$ cat src/rtl/wdsup_pkg.sv
package wdsup_pkg;

    typedef enum logic [1:0] {
        ST_HOLD = 2'd0,
        ST_RUN  = 2'd1,
        ST_LOWV = 2'd2,
        ST_WDOG = 2'd3
    } sup_state_e;

    localparam logic [1:0] SEL_OFF = 2'd3;

endpackage

$ cat src/rtl/wdsup_sync.sv
module wdsup_sync #(
    parameter int  STAGES    = 2,
    parameter logic RESET_VAL = 1'b0
) (
    input  logic clk,
    input  logic rst_n,
    input  logic d_i,
    output logic q_o
);
    logic [STAGES-1:0] chain_q;

    always_ff @(posedge clk or negedge rst_n) begin
        if (!rst_n) begin
            chain_q <= {STAGES{RESET_VAL}};
        end else begin
            chain_q <= {chain_q[STAGES-2:0], d_i};
        end
    end

    assign q_o = chain_q[STAGES-1];
endmodule

$ cat src/rtl/wdsup_settle_timer.sv
module wdsup_settle_timer #(
    parameter int SETTLE_CYC = 20,
    parameter int CNT_W      = 8
) (
    input  logic clk,
    input  logic rst_n,
    input  logic run_i,
    output logic done_o
);
    logic [CNT_W-1:0] cnt_q;

    always_ff @(posedge clk or negedge rst_n) begin
        if (!rst_n) begin
            cnt_q <= '0;
        end else if (!run_i) begin
            cnt_q <= '0;
        end else begin
            cnt_q <= cnt_q + 1'b1;
        end
    end

    assign done_o = run_i && (cnt_q == CNT_W'(SETTLE_CYC - 1));

    // the settle count never passes its terminal value
    assert_settle_bound_R6: assert property (@(posedge clk) disable iff (!rst_n)
        run_i |-> (cnt_q < CNT_W'(SETTLE_CYC)));
endmodule

$ cat src/rtl/wdsup_wd_timer.sv
module wdsup_wd_timer
    import wdsup_pkg::*;
#(
    parameter int WD_T0_CYC = 30,
    parameter int WD_T1_CYC = 50,
    parameter int WD_T2_CYC = 80,
    parameter int CNT_W     = 8
) (
    input  logic       clk,
    input  logic       rst_n,
    input  logic       run_i,
    input  logic       kick_i,
    input  logic [1:0] sel_i,
    output logic       expire_o
);
    logic [CNT_W-1:0] cnt_q;
    logic [CNT_W-1:0] limit;
    logic             active;

    always_comb begin
        unique case (sel_i)
            2'd0:    limit = CNT_W'(WD_T0_CYC);
            2'd1:    limit = CNT_W'(WD_T1_CYC);
            2'd2:    limit = CNT_W'(WD_T2_CYC);
            default: limit = '1;
        endcase
    end

    assign active = run_i && (sel_i != SEL_OFF);

    always_ff @(posedge clk or negedge rst_n) begin
        if (!rst_n) begin
            cnt_q <= '0;
        end else if (!active || kick_i) begin
            cnt_q <= '0;
        end else begin
            cnt_q <= cnt_q + 1'b1;
        end
    end

    assign expire_o = active && !kick_i && (cnt_q == limit - 1'b1);

    // count is zero in the cycle after reset is asserted
    assert_wd_cleared_R9: assert property (@(posedge clk) disable iff (!rst_n)
        !run_i |=> (cnt_q == '0));
    // an active count stays below the selected limit
    assert_wd_bound_R2: assert property (@(posedge clk) disable iff (!rst_n)
        active |-> (cnt_q < limit));
    // disabled code never expires
    assert_wd_off_R3: assert property (@(posedge clk) disable iff (!rst_n)
        (sel_i == SEL_OFF) |-> !expire_o);
endmodule

$ cat src/rtl/wdsup_top.sv
module wdsup_top
    import wdsup_pkg::*;
#(
    parameter int SETTLE_CYC = 5_000_000,
    parameter int WD_T0_CYC  = 10_000_000,
    parameter int WD_T1_CYC  = 30_000_000,
    parameter int WD_T2_CYC  = 70_000_000
) (
    input  logic       clk,
    input  logic       pwr_good_i,
    input  logic       supply_low_i,
    input  logic       wdi_cs_i,
    input  logic [1:0] wd_sel_i,
    input  logic       cause_clr_i,
    output logic       rst_drive_o,
    output logic       cause_wdog_o
);
    localparam int MAX_WD  = (WD_T0_CYC > WD_T1_CYC) ?
                             ((WD_T0_CYC > WD_T2_CYC) ? WD_T0_CYC : WD_T2_CYC) :
                             ((WD_T1_CYC > WD_T2_CYC) ? WD_T1_CYC : WD_T2_CYC);
    localparam int MAX_ALL = (MAX_WD > SETTLE_CYC) ? MAX_WD : SETTLE_CYC;
    localparam int CNT_W   = $clog2(MAX_ALL + 1) + 1;

    sup_state_e state_q, state_d;
    logic       low_s, wdi_s, wdi_prev_q, kick;
    logic       settle_run, settle_done, wd_run, wd_expire;
    logic       go_wdog, go_lowv, cause_q;

    wdsup_sync #(.STAGES(2), .RESET_VAL(1'b0)) u_low_sync (
        .clk(clk), .rst_n(pwr_good_i), .d_i(supply_low_i), .q_o(low_s)
    );

    wdsup_sync #(.STAGES(2), .RESET_VAL(1'b1)) u_wdi_sync (
        .clk(clk), .rst_n(pwr_good_i), .d_i(wdi_cs_i), .q_o(wdi_s)
    );

    always_ff @(posedge clk or negedge pwr_good_i) begin
        if (!pwr_good_i) begin
            wdi_prev_q <= 1'b1;
        end else begin
            wdi_prev_q <= wdi_s;
        end
    end

    assign kick = wdi_prev_q && !wdi_s;

    wdsup_settle_timer #(.SETTLE_CYC(SETTLE_CYC), .CNT_W(CNT_W)) u_settle (
        .clk(clk), .rst_n(pwr_good_i), .run_i(settle_run), .done_o(settle_done)
    );

    wdsup_wd_timer #(
        .WD_T0_CYC(WD_T0_CYC), .WD_T1_CYC(WD_T1_CYC),
        .WD_T2_CYC(WD_T2_CYC), .CNT_W(CNT_W)
    ) u_wd (
        .clk(clk), .rst_n(pwr_good_i), .run_i(wd_run), .kick_i(kick),
        .sel_i(wd_sel_i), .expire_o(wd_expire)
    );

    // next-state logic
    always_comb begin
        state_d = state_q;
        unique case (state_q)
            ST_HOLD: begin
                if (low_s)            state_d = ST_LOWV;
                else if (settle_done) state_d = ST_RUN;
            end
            ST_RUN: begin
                if (low_s)            state_d = ST_LOWV;
                else if (wd_expire)   state_d = ST_WDOG;
            end
            ST_LOWV: begin
                if (!low_s)           state_d = ST_HOLD;
            end
            ST_WDOG: begin
                if (low_s)            state_d = ST_LOWV;
                else if (settle_done) state_d = ST_RUN;
            end
            default:                  state_d = ST_HOLD;
        endcase
    end

    // state register
    always_ff @(posedge clk or negedge pwr_good_i) begin
        if (!pwr_good_i) begin
            state_q <= ST_HOLD;
        end else begin
            state_q <= state_d;
        end
    end

    // outputs
    always_comb begin
        rst_drive_o = (state_q != ST_RUN);
        settle_run  = (state_q == ST_HOLD) || (state_q == ST_WDOG);
        wd_run      = (state_q == ST_RUN);
        go_wdog     = (state_q != ST_WDOG) && (state_d == ST_WDOG);
        go_lowv     = (state_q != ST_LOWV) && (state_d == ST_LOWV);
    end

    // volatile cause flag
    always_ff @(posedge clk or negedge pwr_good_i) begin
        if (!pwr_good_i) begin
            cause_q <= 1'b0;
        end else if (go_wdog) begin
            cause_q <= 1'b1;
        end else if (go_lowv || cause_clr_i) begin
            cause_q <= 1'b0;
        end
    end

    assign cause_wdog_o = cause_q;

    // synchronised low flag forces reset on the following edge
    assert_lowv_reset_R5: assert property (@(posedge clk) disable iff (!pwr_good_i)
        $rose(low_s) |=> rst_drive_o);
    // a timeout taken in run sets the cause flag
    assert_cause_set_R7: assert property (@(posedge clk) disable iff (!pwr_good_i)
        (wd_run && wd_expire && !low_s) |=> (cause_wdog_o && rst_drive_o));
    // clear strobe without a competing event clears the flag
    assert_cause_clr_R8: assert property (@(posedge clk) disable iff (!pwr_good_i)
        (cause_clr_i && !go_wdog) |=> !cause_wdog_o);
    // a service edge in run never leads straight into reset
    assert_kick_holds_R4: assert property (@(posedge clk) disable iff (!pwr_good_i)
        (wd_run && kick && !low_s) |=> !rst_drive_o);
endmodule

$ cat config.mk
export PLATFORM = sky130hd
export DESIGN_NAME = wdsup_top
export DESIGN_NICKNAME = d
export VERILOG_FILES = /design/src/rtl/wdsup_pkg.sv /design/src/rtl/wdsup_sync.sv /design/src/rtl/wdsup_settle_timer.sv /design/src/rtl/wdsup_wd_timer.sv /design/src/rtl/wdsup_top.sv
export SDC_FILE = /design/constraint.sdc
export NUM_CORES = 1
export LEC_CHECK = 0
export CAP_MARGIN = 20
export CORE_ASPECT_RATIO = 0.7
export CORE_MARGIN = 1
export CORE_UTILIZATION = 55
export CTS_BUF_LIST = sky130_fd_sc_hd__clkbuf_4 sky130_fd_sc_hd__clkbuf_8
export DETAILED_ROUTE_END_ITERATION = 16
export MAX_ROUTING_LAYER = met4
export PLACE_DENSITY = 0.76
export RECOVER_POWER = 25
export SYNTH_ARGS = -nofsm -noshare
export SYNTH_HDL_FRONTEND = slang
export SYNTH_SLANG_ARGS = --single-unit
$ cat constraint.sdc
create_clock -name clk -period 3 [get_ports clk]
set_input_delay 0.9 -clock clk [delete_from_list [all_inputs] [get_ports clk]]
set_output_delay 0.9 -clock clk [all_outputs]
set_load 0.005 [all_outputs]
==> flow_summary.yaml, run 1 <==
run_status:
  status: "complete, no violations"
drt:
  top_layer_used: "met4"
  routedWlPerCell_um: 15.56
  drt_iter0_drc: 196
  drtPass1Iterations: 4
  vias: 2608
  totalWireLength_um: 7049
  drc: 0
  wl_met3_um: 411
  drtAntennaViolNets: 0
  met2WireLength_um: 3011
  vias_per_cell: 5.757
  met1_length_um: 3564
timing:
  max_slew_margin_pct: 13.56
  worstMarginPinSlew_ns: 1.297
  hold_viol_final: 0
  finalWorstPathRequiredPeriod_ns: 2.880
  setup_viol: 0
  finClkSkew_ns: 0.006109
  rsz0062_at_grt: "false"
  fmax_mhz: 347.2
  final.period_utilization_pct: 96.01
  timing.final.max_slew_violations: 0
cts:
  cts_sinks: 64
  cts.root.buffer_cell: "clkbuf_8"
  clkTransAtPathRegs_ns: 0.06
  cts_buffer_depth: 2
  htree_levels: 3
  cts_tree: "done"
  hold_buffers: 0
  insertion_delay_ns: 0.34
  cts_buffers: 9
setup_path:
  start_kind: "input pin"
  path_max_fanout: 5
  cp.required_ns: 3.26
  cp.arrival_ns: 3.14
  critPathTopFamily: "compound AO/OA/AOI/OAI gates"
  path_cells: "clkdlybuf4s50_1 -> ha_2 -> or4_1 -> o21ai_0 -> nand4_1 -> o41ai_2 -> a211oi_1 -> a21oi_1"
  slowest_delay_ns: 0.52
  critPathCaptureType: "flip-flop"
  critPathBufInv: 1
  criticalPathCategory: "in -> reg"
  cp_slowest_cell: "or4_1"
global_routing:
  antenna_found_initial: 0
  grt.total_usage_pct: 24.72
  grt_pass1_vias: 2443
  grt.overflow.total: 0
  grt_pass1_wl_um: 11600
  grt_start_max_net_pins: 33
hold_path:
  hold_class: "reg -> reg"
run:
  cap_violations: 0
cells_and_area:
  antennaDiodeCount: 0
  num-nets-final: 391
  final_cells: 453
  syn_to_final_growth_pct: 13.80
  design_area_um2: 3901
  final_layout_size_suffix_gt1_share_pct: 9.524
power:
  comb_power_share_pct: 11.4
  clkPwrFrac_pct: 42.4
  p_int_mw: 1.515
  swShare_pct: 24.11
  power.switching_mw: 0.4813
  max-vdd-ir-drop_mv: 0.2588
  p_leak_nw: 1.678
  pwr-share-seq_pct: 46.2
  p_per_area_nw_per_um2: 511.6
floorplanning:
  io_pins: 9
  die_w_um: 96.37
  die_y_um: 68.06
  fp-row-count: 23
  dieArea_um2: 6558
  start_util_pct: 58.40
  fp.coreArea_um2: 5871
yosys:
  yosysSeqAreaShare_pct: 46.82
  netlist_instances: 350
  postSynthRegisterBits: 64
  async_flop_share_pct: 100.0
  syn-num-nets: 368
  yosys.cell_types.count: 47
  synth-edff-count: 0
  yosys_warnings: 0
  synthFlopType: "dfrtp_1"
  syn_area_per_cell_um2: 9.795
  synthesis.area_um2: 3428
place:
  place_hpwl_um: 5067
  gp_congestion: 0.8622
  io_buffers: 8
  post-place-cells: 436
  placed_area_um2: 3647
-- cell usage in the layout (no fill, tap or decap), drive strengths merged, types with 2 or more instances in the layout --
| master | netlist | layout |
|---|---|---|
| o211ai | 2 | 2 |
| or4b | 2 | 2 |
| a2111oi | 2 | 2 |
| nand2b | 4 | 4 |
| and4 | 5 | 5 |
| nand4 | 13 | 13 |
| nor4 | 2 | 2 |
| or3 | 11 | 11 |
| a21boi | 2 | 2 |
| nor4b | 3 | 3 |
| nor2 | 33 | 33 |
| inv | 14 | 14 |
| xnor2 | 25 | 25 |
| nor3 | 3 | 3 |
| clkdlybuf4s50 | 0 | 4 |
| clkbuf | 7 | 16 |
| and2 | 24 | 24 |
| o41ai | 2 | 2 |
| and3 | 9 | 9 |
| xor2 | 21 | 21 |
| ha | 11 | 11 |
| or4 | 4 | 4 |
| dlygate4sd3 | 0 | 2 |
| buf | 1 | 10 |
| nand2 | 21 | 21 |
| bufinv | 0 | 2 |
| o21ai | 10 | 10 |
| a21oi | 9 | 9 |
| nand3 | 27 | 27 |
| nor2b | 5 | 5 |
| dfstp | 3 | 3 |
| dfrtp | 61 | 61 |
-- sequential cells by signal, summed over array words and instances (netlist names) --
name	count
wdi_prev_q	1
u_wdi_sync.chain_q	2
u_settle.cnt_q	28
state_q	2
u_wd.cnt_q	28
u_low_sync.chain_q	2
cause_wdog_o	1
-- cell type report --
cell class                      count  area (µm²)
Fill cell                         454        1969
Clock inverter                      3       65.06
Multi-Input combinational cell    264        1759
Timing Repair Buffer               20       158.9
Sequential cell                    64        1605
Inverter                           14       52.55
Tap cell                           75       93.84
Clock buffer                       13       166.4
-- cell usage after synthesis (3+ instances only) --
library cell	number	area, µm²
dfrtp_1	61	1526
nor2_1	33	123.9
nand3_1	26	130.1
xnor2_1	25	219.0
and2_1	24	150.1
nand2_1	21	78.83
xor2_1	21	183.9
inv_1	14	52.55
nand4_1	12	75.07
ha_1	11	137.6
or3_1	11	68.82
o21ai_0	10	50.05
a21oi_1	9	45.04
and3_1	9	56.30
clkbuf_1	6	22.52
nor2b_1	5	31.28
and4_1	4	35.03
nand2b_1	4	25.02
or4_1	4	30.03
dfstp_2	3	78.83
nor3_1	3	15.01
nor4b_1	3	26.28
-- metal layers --
metal  up-vias  GRT usage, %
met4         0         6.985
met3         8         6.667
met2        70         35.55
met1      1260         34.37
met5         -             -
li1       1270             -
-- per-stage QoR --
stage | total power [mW] | hold WS [ns] | util (%) | TNS [ns] | worst slack, ns
floorplan | 1.079 | 0.3312 | - | 0 | 0.4979
CTS | 2.015 | 0.3555 | 66.09 | 0 | 0.04481
detailed placement | 1.164 | 0.3410 | 62.13 | -0.8073 | -0.3755
global route | 2.080 | 0.3659 | 66.45 | 0 | 0.02246
finish | 1.996 | 0.3494 | 66.45 | 0 | 0.1196
global placement | 1.155 | 0.3337 | 62.13 | -0.3693 | -0.2270
-- path summary, 6_finish.rpt --
path,start,to,slack (ns),depth (start not counted)
worst max-delay path,wd_sel_i[1],cause_wdog_o,0.12,8
worst min-delay path,u_low_sync.chain_q[0],u_low_sync.chain_q[1],0.35,0
worst max register to register,state_q[0],cause_wdog_o,0.66,8
worst min register to register,u_low_sync.chain_q[0],u_low_sync.chain_q[1],0.35,0
max in group asynchronous,pwr_good_i,u_wd.cnt_q[10],0.61,2
min in group asynchronous,pwr_good_i,u_settle.cnt_q[2],0.69,1
-- what timing repair did --
action | in CTS | in global routing
hold endpoints to repair | 0 | 0
pin swaps | 0 | 2
resized for setup | 1 | 5
setup buffers | 0 | 1
setup endpoints to repair | 1 | 2
-- power by group through the flow --
stage	clock network, mW	registers, mW	logic (mW)
after floorplan	0	0.930	0.149
after global placement	0	0.935	0.220
after detailed placement	0	0.936	0.228
after CTS	0.863	0.921	0.230
after global routing	0.895	0.924	0.261
final	0.846	0.922	0.228
-- cells by family (layout without fill, tap and decap cells) --
family	Yosys count	count (layout)	share of synthesized area, %
adders and majority gates	11	11	4.015
DFF	64	64	46.82
xor gates and xnor gates	46	46	11.75
buffers and inverters	22	50	2.481
AOI/OAI and AO/OA	37	37	7.044
and+or+nand+nor	170	170	27.88
No activity file was read; power rests on OpenSTA's default activity.
==> inputs of run 2 (changes only) <==
- CAP_MARGIN: 20 -> 0
==> results of run 2 <==
The final DEF is identical to that of run 1; final timing and power are the same.
